===== src/rtl/dmt_pkg.sv =====
package dmt_pkg;
   typedef enum logic {
      MODE_INTERVAL = 1'b0,
      MODE_TOGGLE   = 1'b1
   } tmr_mode_e;

   localparam int unsigned CTRL_ADDR = 0;
endpackage


===== src/rtl/dmt_regs.sv =====
module dmt_regs #(
   parameter int unsigned NUM_CH = 2,
   parameter int unsigned WIDTH  = 32,
   parameter int unsigned ADDR_W = 2
) (
   input  logic                    clk,
   input  logic                    rst_n,
   input  logic                    wr_en,
   input  logic [ADDR_W-1:0]       wr_addr,
   input  logic [WIDTH-1:0]        wr_data,
   output logic [NUM_CH-1:0]       ch_en,
   output dmt_pkg::tmr_mode_e      ch_mode [NUM_CH],
   output logic [NUM_CH*WIDTH-1:0] ch_period
);
   localparam int unsigned CTRL_BITS = 2 * NUM_CH;

   if (CTRL_BITS > WIDTH) begin : g_ctrl_fit
      $fatal(1, "control word needs %0d bits, data is %0d", CTRL_BITS, WIDTH);
   end
   if ((NUM_CH + 1) > (1 << ADDR_W)) begin : g_addr_fit
      $fatal(1, "address width %0d too small for %0d channels", ADDR_W, NUM_CH);
   end

   wire ctrl_wr = wr_en && (wr_addr == ADDR_W'(dmt_pkg::CTRL_ADDR));

   for (genvar i = 0; i < NUM_CH; i++) begin : g_ch
      wire per_wr = wr_en && (wr_addr == ADDR_W'(i + 1));

      always_ff @(posedge clk or negedge rst_n) begin
         if (!rst_n) begin
            ch_en[i]   <= 1'b0;
            ch_mode[i] <= dmt_pkg::MODE_INTERVAL;
         end else if (ctrl_wr) begin
            ch_en[i]   <= wr_data[2*i];
            ch_mode[i] <= dmt_pkg::tmr_mode_e'(wr_data[2*i+1]);
         end
      end

      always_ff @(posedge clk or negedge rst_n) begin
         if (!rst_n)      ch_period[i*WIDTH +: WIDTH] <= '0;
         else if (per_wr) ch_period[i*WIDTH +: WIDTH] <= wr_data;
      end
   end
endmodule


===== src/rtl/dmt_channel.sv =====
module dmt_channel #(
   parameter int unsigned WIDTH = 32
) (
   input  logic               clk,
   input  logic               rst_n,
   input  logic               en,
   input  dmt_pkg::tmr_mode_e mode,
   input  logic [WIDTH-1:0]   period,
   output logic               tout,
   output logic               irq
);
   if (WIDTH < 2) begin : g_width_chk
      $fatal(1, "timer width must be at least 2, got %0d", WIDTH);
   end

   logic [WIDTH-1:0] cnt;
   logic             running;

   wire [WIDTH-1:0] reload_val = (period == '0) ? WIDTH'(1) : period;
   wire             start      = en && !running;
   wire             expire     = en && running && (cnt <= WIDTH'(1));

   always_ff @(posedge clk or negedge rst_n) begin
      if (!rst_n) begin
         cnt     <= '0;
         running <= 1'b0;
         tout    <= 1'b0;
         irq     <= 1'b0;
      end else if (!en) begin
         running <= 1'b0;
         tout    <= 1'b0;
         irq     <= 1'b0;
      end else if (start) begin
         running <= 1'b1;
         cnt     <= reload_val;
         tout    <= 1'b0;
         irq     <= 1'b0;
      end else begin
         irq <= expire;
         cnt <= expire ? reload_val : cnt - WIDTH'(1);
         if (mode == dmt_pkg::MODE_TOGGLE) tout <= tout ^ expire;
         else                              tout <= expire;
      end
   end

   AST_IDLE_QUIET: assert property (@(posedge clk) disable iff (!rst_n)
      !en |=> (!tout && !irq));

   AST_LOAD_LOW: assert property (@(posedge clk) disable iff (!rst_n)
      start |=> (!tout && !irq));

   AST_INTERVAL_SAME: assert property (@(posedge clk) disable iff (!rst_n)
      (en && running && mode == dmt_pkg::MODE_INTERVAL) |=> (tout == irq));

   AST_TOGGLE_IRQ: assert property (@(posedge clk) disable iff (!rst_n)
      (en && running && mode == dmt_pkg::MODE_TOGGLE) |=> (irq == (tout != $past(tout))));

   AST_NO_ZERO_COUNT: assert property (@(posedge clk) disable iff (!rst_n)
      running |-> (cnt != '0));
endmodule


===== src/rtl/dual_mode_timer.sv =====
module dual_mode_timer #(
   parameter int unsigned NUM_CH = 2,
   parameter int unsigned WIDTH  = 32,
   parameter int unsigned ADDR_W = $clog2(NUM_CH + 1)
) (
   input  logic              clk,
   input  logic              rst_n,
   input  logic              wr_en,
   input  logic [ADDR_W-1:0] wr_addr,
   input  logic [WIDTH-1:0]  wr_data,
   output logic [NUM_CH-1:0] tout,
   output logic [NUM_CH-1:0] irq
);
   if (NUM_CH < 1) begin : g_ch_chk
      $fatal(1, "at least one channel required");
   end

   logic [NUM_CH-1:0]       ch_en;
   dmt_pkg::tmr_mode_e      ch_mode [NUM_CH];
   logic [NUM_CH*WIDTH-1:0] ch_period;

   dmt_regs #(.NUM_CH(NUM_CH), .WIDTH(WIDTH), .ADDR_W(ADDR_W)) u_regs (
      .clk       (clk),
      .rst_n     (rst_n),
      .wr_en     (wr_en),
      .wr_addr   (wr_addr),
      .wr_data   (wr_data),
      .ch_en     (ch_en),
      .ch_mode   (ch_mode),
      .ch_period (ch_period)
   );

   for (genvar i = 0; i < NUM_CH; i++) begin : g_tmr
      dmt_channel #(.WIDTH(WIDTH)) u_ch (
         .clk    (clk),
         .rst_n  (rst_n),
         .en     (ch_en[i]),
         .mode   (ch_mode[i]),
         .period (ch_period[i*WIDTH +: WIDTH]),
         .tout   (tout[i]),
         .irq    (irq[i])
      );
   end

   AST_RESET_QUIET: assert property (@(posedge clk)
      !rst_n |=> (tout == '0 && irq == '0));
endmodule


===== config.mk =====
export PLATFORM = sky130hd
export DESIGN_NAME = dual_mode_timer
export DESIGN_NICKNAME = d
export VERILOG_FILES = /design/src/rtl/dmt_pkg.sv /design/src/rtl/dmt_regs.sv /design/src/rtl/dmt_channel.sv /design/src/rtl/dual_mode_timer.sv
export SDC_FILE = /design/constraint.sdc
export NUM_CORES = 1
export LEC_CHECK = 0
export BUFFER_PORTS_ARGS = -buffer_cell sky130_fd_sc_hd__buf_2
export CAP_MARGIN = 20
export CORE_MARGIN = 2
export CORE_UTILIZATION = 53
export DETAILED_ROUTE_END_ITERATION = 10
export PLACE_DENSITY = 0.69
export SLEW_MARGIN = 10
export SYNTH_ARGS = -nofsm -noshare
export SYNTH_HDL_FRONTEND = slang
export SYNTH_SLANG_ARGS = --single-unit

===== constraint.sdc =====
create_clock -name clk -period 7.7 [get_ports clk]
set_input_delay 1.54 -clock clk [delete_from_list [all_inputs] [get_ports clk]]
set_output_delay 1.54 -clock clk [all_outputs]
set_load 0.02 [all_outputs]

==> results of run 1 <==
==> worst max-delay path by stage <==
stage	start	endpoint	slack, ns	cells after the start
2_1_floorplan	wr_addr[1]	u_regs.ch_period[10]	5.16	3
3_3_place_gp	g_tmr[0].u_ch.cnt[10]	g_tmr[0].u_ch.cnt[12]	4.56	6
3_5_place_dp	g_tmr[0].u_ch.cnt[10]	g_tmr[0].u_ch.cnt[12]	4.54	6
4_1_cts	g_tmr[0].u_ch.cnt[10]	g_tmr[0].u_ch.cnt[12]	4.52	6
5_1_grt	g_tmr[0].u_ch.cnt[10]	g_tmr[0].u_ch.cnt[12]	4.26	6
6_report	g_tmr[0].u_ch.cnt[10]	g_tmr[0].u_ch.cnt[12]	4.50	6
==> routing by layer <==
layer / vias to the layer above / global-route usage [%] / part of all wire [%]
met3: 49 / 6.136 / 5.0
met5: - / 0 / 0
met1: 3158 / 38.61 / 43
met2: 211 / 45.67 / 48
met4: 0 / 11.58 / 3.2
li1: 2960 / - / -
==> layout make-up <==
type	instances	area, um2	area share [%]
multi-input cells	535	3825	44.94
flip-flops and latches	138	3453	40.57
clock buffers	22	484.2	5.689
repair buffers	52	296.5	3.484
well taps	180	225.2	2.646
clock inverters	10	115.1	1.352
inverters	30	112.6	1.323
==> metrics by stage <==
stage	setup WS (ns)	hold WS [ns]	cells	instance area (um2)
2_1_floorplan	5.159	0.4674	758	7612
3_3_place_gp	4.564	0.4888	935	7906
3_5_place_dp	4.538	0.4871	935	7906
4_1_cts	4.516	0.5075	967	8506
5_1_grt	4.259	0.5199	967	8512
6_report	4.498	0.5073	967	8512
==> synth_stat cells, types with 5 or more instances <==
cell type	n
a211o_1	6
a211oi_1	5
a21oi_1	20
a221o_1	15
a22oi_1	10
a2bb2oi_1	11
buf_2	7
buf_4	5
clkbuf_1	39
dfrtp_1	138
inv_1	29
mux2_2	66
mux2i_1	20
nand2_1	61
nand3_1	24
nand4_1	20
nor2_1	26
nor2b_1	5
nor3_1	35
nor4_1	45
o211ai_1	16
o21ai_0	21
o221ai_1	6
o31ai_1	7
or3_1	10
or4_1	14
==> critical path: cells and delay by family (launching register included) <==
family / cells / cell delay, ns
buf+inv: 1 / 0.32
flops: 1 / 0.44
simple gates: 5 / 2.31
==> cells by family after synthesis <==
group / after synthesis / synth area share [%]
DFF: 138 / 45.36
and+or+nand+nor: 278 / 20.58
AOI/OAI and AO/OA: 162 / 15.88
adders and majority gates: 4 / 0.6575
xor gates and xnor gates: 5 / 0.5753
buffers and inverters: 85 / 4.553
muxes: 86 / 12.39
==> power breakdown <==
part	internal [mW]	switching, mW	total, mW
sequential	0.955	0.287	1.24
combinational	0.352	0.421	0.773
clock	0.510	0.318	0.829
total	1.82	1.03	2.84
==> state kept, by name, summed over array words and instances, names as in the netlist <==
register            count
u_regs.ch_mode          2
u_regs.ch_en            2
g_tmr.u_ch.tout         2
g_tmr.u_ch.irq          2
u_regs.ch_period       64
g_tmr.u_ch.running      2
g_tmr.u_ch.cnt         64
==> summary.md, run 1 <==
| Metric | Value |
|---|---|
| FF-to-FF path depth | `6` |
| Fillers | `1159` |
| CTS H-tree lvls | `4` |
| Cell variety after synth | `72` |
| CORE AREA | `13930 um2` |
| Die height | `123.8 um` |
| Status | `complete, no violations` |
| P&R area growth vs syn | `11.82%` |
| Largest cells by area after synthesis | `dfrtp_1 45%, mux2_2 9.8%, nor4_1 3.7%` |
| Minimum clock period | `~3.2 ns` |
| Cell seen most often among critical-path stages | `nor4_1` |
| EDFF count, synth | `0` |
| CP endpoint kind | `register` |
| Clock tree buffer depth | `2` |
| TritonCTS clock tree | `built` |
| R2R setup slack | `4.50 ns` |
| Critical path, cell by cell | `nor4_1 -> nand4_1 -> nor4_4 -> buf_4 -> nor4_1 -> or4_1` |
| Req. time, crit path | `8.00 ns` |
| Clock latency on the worst-skew pair | `about 0.43 ns` |
| Sequential cell area fraction in the yosys report | `45.36%` |
| Clock skew | `around 0.0067 ns` |
| First-pass GRT wire length | `33780 um` |
| Layout cell share with drive strength beyond 1 | `21.60%` |
| Pre-Repair DR Iteration Count | `5` |
| Most frequent cells in the layout | `138 x dfrtp_1, 66 x mux2_2, 61 x nand2_1` |
| CP Data Arrival Time | `3.50 ns` |
| Worst path slowest cell | `nand4_1` |
| Fin Setup TNS | `0 ns` |
| Routed WL | `20490 um` |
| Final Hold Vio Count | `0` |
| Remaining global-route overflow | `0` |
| Max Cap Violations | `0` |
| Die footprint | `15340 um2` |
| DR iter-0 viols | `673` |
| Synth area leader | `dfrtp_1` |
| Hpwl dp | `14120 um` |
| Critical R2R Capture | `g_tmr[0].u_ch.cnt[12]` |
| GPL Wtd Cong | `roughly 0.9` |
| Root Buffer | `clkbuf_16` |
| WHS Endpoint | `g_tmr[1].u_ch.cnt[15]` |
| TritonCTS Sinks | `138` |
| I/O Buffers | `40` |
| CTS resizes | `0` |
| Maximum clock rate | `312.3 MHz` |
| Synth top area share | `roughly 45%` |
| RR Startpoint | `g_tmr[0].u_ch.cnt[10]` |
| Most common cell after layout, fill and taps aside | `dfrtp_1` |
| DR vias | `6378` |
| Die Width | `123.8 um` |
| Hold path start | `g_tmr[1].u_ch.cnt[15]` |
| CP max stage delay | `0.71 ns` |
| Post-CTS setup buffers | `0` |
| Vias in the first global route | `6343` |
| PD cells | `334.1 nW/um2` |
| Critical path fanouts, max | `22` |
| Register bit total from synthesis | `138` |
| Startpoint types | `register` |
| # IOs | `41` |
| Setup-failing EPs final | `0` |
| Yosys warning count | `0` |
| Routed Antenna Nets | `0` |
| Avg WL per Cell | `21.19 um` |
| DRC | `0` |
| Slew Limit Fails | `0` |
| FP Rows | `43` |
| Via density | `6.596` |
| Hold Path Depth | `1` |
| Peak VDD IR | `around 160 uV` |
| Unrepaired setup endpoints after global routing | `false` |
| Layout Utilization | `between 60% and 70%` |
| Hold Path Class | `reg2reg` |
| Antenna Diode Count | `0` |
| Worst slew margin | `34.84%` |
| Hold_buf cts | `0` |
| Least-Margin Pin Slew | `around 0.98 ns` |
| Num CTS Buffers | `17` |
| Cells after Synth | `758` |
| Post-Syn Area | `7612 um2` |
| Avg Synthesized Cell Area | `10.04 um2` |
| Top FF cell, synth | `dfrtp_1` |
| Largest net degree at the start of global routing | `77` |
| Tot GR Track Use | `28.79%` |
| Initial antenna violation count | `0` |
| Crit path kind | `reg2reg` |
| Reg clk slew, reported paths | `0.06 ns` |
| Initial core utilization | `54.63%` |
| Async set-reset flop share out of synthesis | `100.0%` |
| Power Total | `2.844 mW` |
| Final Cycle Share | `roughly two fifths` |
| Leak pwr | `3.388 nW` |
| Mapped Nets | `799` |
| Nets | `815` |
Power figures use the tool's default switching activity.
==> run 2: changes to the inputs <==
--- a/config.mk
+++ b/config.mk
@@ -5,12 +5,13 @@
 export SDC_FILE = /design/constraint.sdc
 export NUM_CORES = 1
 export LEC_CHECK = 0
+export ABC_AREA = 1
 export BUFFER_PORTS_ARGS = -buffer_cell sky130_fd_sc_hd__buf_2
 export CAP_MARGIN = 20
 export CORE_MARGIN = 2
 export CORE_UTILIZATION = 53
 export DETAILED_ROUTE_END_ITERATION = 10
-export PLACE_DENSITY = 0.69
+export PLACE_DENSITY = 0.71
 export SLEW_MARGIN = 10
 export SYNTH_ARGS = -nofsm -noshare
 export SYNTH_HDL_FRONTEND = slang
==> constraint.sdc (replaced) <==
create_clock -name clk -period 2.9 [get_ports clk]
set_input_delay 0.58 -clock clk [delete_from_list [all_inputs] [get_ports clk]]
set_output_delay 0.58 -clock clk [all_outputs]
set_load 0.02 [all_outputs]
==> summary.md, run 2 <==
| Metric | Value |
|---|---|
| Critical path origin | `u_regs.ch_en[1]` |
| Cells after DPL | `about 1400` |
| Sequential cell area fraction in the yosys report | `between 40 and 50%` |
| CTS resizes | `0` |
| Max Cap Violations | `0` |
| Area of placed instances | `~8700 um2` |
| PD cells | `934.5 nW/um2` |
| GPL Wtd Cong | `0.9373` |
| Reg clk slew, reported paths | `0.06 ns` |
| CP max stage delay | `0.48 ns` |
| Final non-filler cell area | `about 9400 um2` |
| I/O Buffers | `40` |
| Synth area leader | `dfrtp_1` |
| Top FF cell, synth | `dfrtp_1` |
| Nets | `roughly 1200` |
| Maximum clock rate | `440.0 MHz` |
| Leak pwr | `4.715 nW` |
| Via density | `5.460` |
| CP endpoint kind | `register` |
| Pre-Repair DR Iteration Count | `6` |
| Cell variety after synth | `43` |
| Clock latency on the worst-skew pair | `about 0.43 ns` |
| Die Width | `129.6 um` |
| EDFF count, synth | `0` |
| Worst path slowest cell | `dfrtp_1` |
| Avg WL per Cell | `16.26 um` |
| Setup-failing EPs final | `0` |
| P&R area growth vs syn | `11.96%` |
| Root Buffer | `clkbuf_16` |
| Routed WL | `22810 um` |
| Largest net degree at the start of global routing | `65` |
| DR iter-0 viols | `957` |
| Mapped Nets | `1186` |
| Post-Syn Area | `between 8000 and 9000 um2` |
| CTS H-tree lvls | `4` |
| TritonCTS Sinks | `roughly 140` |
| Unrepaired setup endpoints after global routing | `false` |
| Synth cell count leaders | `309 x nand2_1, 138 x dfrtp_1, 137 x inv_1, 128 x nor2_1, 103 x o21ai_0` |
| DR vias | `7660` |
| Layout Utilization | `between 60% and 70%` |
| Antenna Diode Count | `0` |
| Final Hold Vio Count | `0` |
| Largest cells by area after synthesis | `dfrtp_1 41%, nand2_1 14%, o21ai_0 6.2%` |
| Startpoint types | `register` |
| RR Startpoint | `u_regs.ch_en[1]` |
| Crit path kind | `reg2reg` |
| Die height | `129.6 um` |
| DRC | `0` |
| Least-Margin Pin Slew | `0.7054 ns` |
| Final Cycle Share | `a little under 80%` |
| Synth top area share | `41.27%` |
| Most common cell after layout, fill and taps aside | `nand2_1` |
| Peak VDD IR | `around 500 uV` |
| Post-CTS setup buffers | `0` |
| Slew Limit Fails | `0` |
| Async set-reset flop share out of synthesis | `100.0%` |
| Critical path, cell by cell | `nand2_1 -> clkinv_1 -> nand3_4 -> nand2_1 -> nand3_1 -> o211ai_1` |
| Minimum clock period | `2.273 ns` |
| Yosys warning count | `0` |
| CORE AREA | `15310 um2` |
| Vias in the first global route | `7073` |
| Hold_buf cts | `0` |
| Die footprint | `~17000 um2` |
| Avg Synthesized Cell Area | `roughly 7.3 um2` |
| Initial core utilization | `54.63%` |
| # IOs | `41` |
| Remaining global-route overflow | `0` |
| Clock skew | `0.005948 ns` |
| Num CTS Buffers | `17` |
| Routed Antenna Nets | `0` |
| Req. time, crit path | `3.19 ns` |
| Most frequent cells in the layout | `309 x nand2_1, 138 x dfrtp_1, 137 x inv_1` |
| Clock tree buffer depth | `2` |
| Hpwl dp | `16650 um` |
| Critical path fanouts, max | `11` |
| First-pass GRT wire length | `36770 um` |
| TritonCTS clock tree | `built` |
| FP Rows | `45` |
| Top Registers | `g_tmr.u_ch.cnt x64, u_regs.ch_period x64` |
| Tot GR Track Use | `around 29%` |
| Hold slack final | `between 0.1 and 0.15 ns` |
| Status | `complete, no violations` |
| Initial antenna violation count | `0` |
| Fin Setup TNS | `0 ns` |
| Final Non-Filler Cells | `between 1000 and 1500` |
| Hold Path Class | `in2async` |
| Register bit total from synthesis | `~140` |
| Worst slew margin | `52.86%` |
| CP Data Arrival Time | `2.57 ns` |
| Most frequent cell after synthesis | `nand2_1` |
| Layout cell share with drive strength beyond 1 | `14.35%` |
| Cell seen most often among critical-path stages | `nand2_1` |
| Cells after Synth | `1145` |
## run 2: per-stage QoR
| step | power (mW) | setup WS (ns) |
|---|---|---|
| final | 8.754 | 0.6272 |
| after floorplan | 5.506 | 1.204 |
| after global routing | 9.340 | 0.4710 |
| after global placement | 6.264 | 0.7553 |
| after detailed placement | 6.327 | 0.6699 |
| after CTS | 8.704 | 0.6595 |
## run 2: layout make-up
type / instances / area (um2)
inverter: 152 / 575.6
sequential: 138 / 3453
fill: 1377 / 5947
clock buffer: 18 / 439.2
multi-input combinational: 823 / 4143
timing repair buffer: 47 / 296.5
clock inverter: 14 / 196.4
tap: 211 / 264.0
## run 2: layer usage
metal,GRT usage (%),vias up,share of wire [%]
li1,-,3713,-
met1,43.46,3607,48
met5,0,-,0
met4,8.792,0,1.7
met3,5.656,31,7.4
met2,40.99,309,43
## run 2: kinds of logic (layout without fill, tap and decap cells)
group	Yosys count	in the layout	synth area share [%]
adders and majority gates	4	4	0.5982
xor gates and xnor gates	29	29	3.036
AOI/OAI and AO/OA	152	152	9.960
DFF	138	138	41.27
and+or+nand+nor	638	638	35.80
buffers and inverters	184	231	9.331
## run 2: power by group
group          switching, mW  internal [mW]
clock                  0.887           1.47
sequential             0.679           2.47
combinational           2.13           1.12
## run 2: worst max-delay path: cells and delay by family, from the launching register on
kind,cells,cell delay (ns)
compound gates,1,0.09
simple gates,4,1.12
flops,1,0.48
buf+inv,1,0.45
## run 2: final timing paths
check,to,slack [ns],depth (start not counted)
worst max-delay path,g_tmr[1].u_ch.cnt[12],0.63,6
worst min register to register,u_regs.ch_period[59],0.49,2
min in group clk,u_regs.ch_period[54],0.43,3
worst min-delay path,g_tmr[0].u_ch.cnt[19],0.14,1
worst max register to register,g_tmr[1].u_ch.cnt[12],0.63,6
max in group asynchronous,g_tmr[1].u_ch.cnt[17],2.05,2
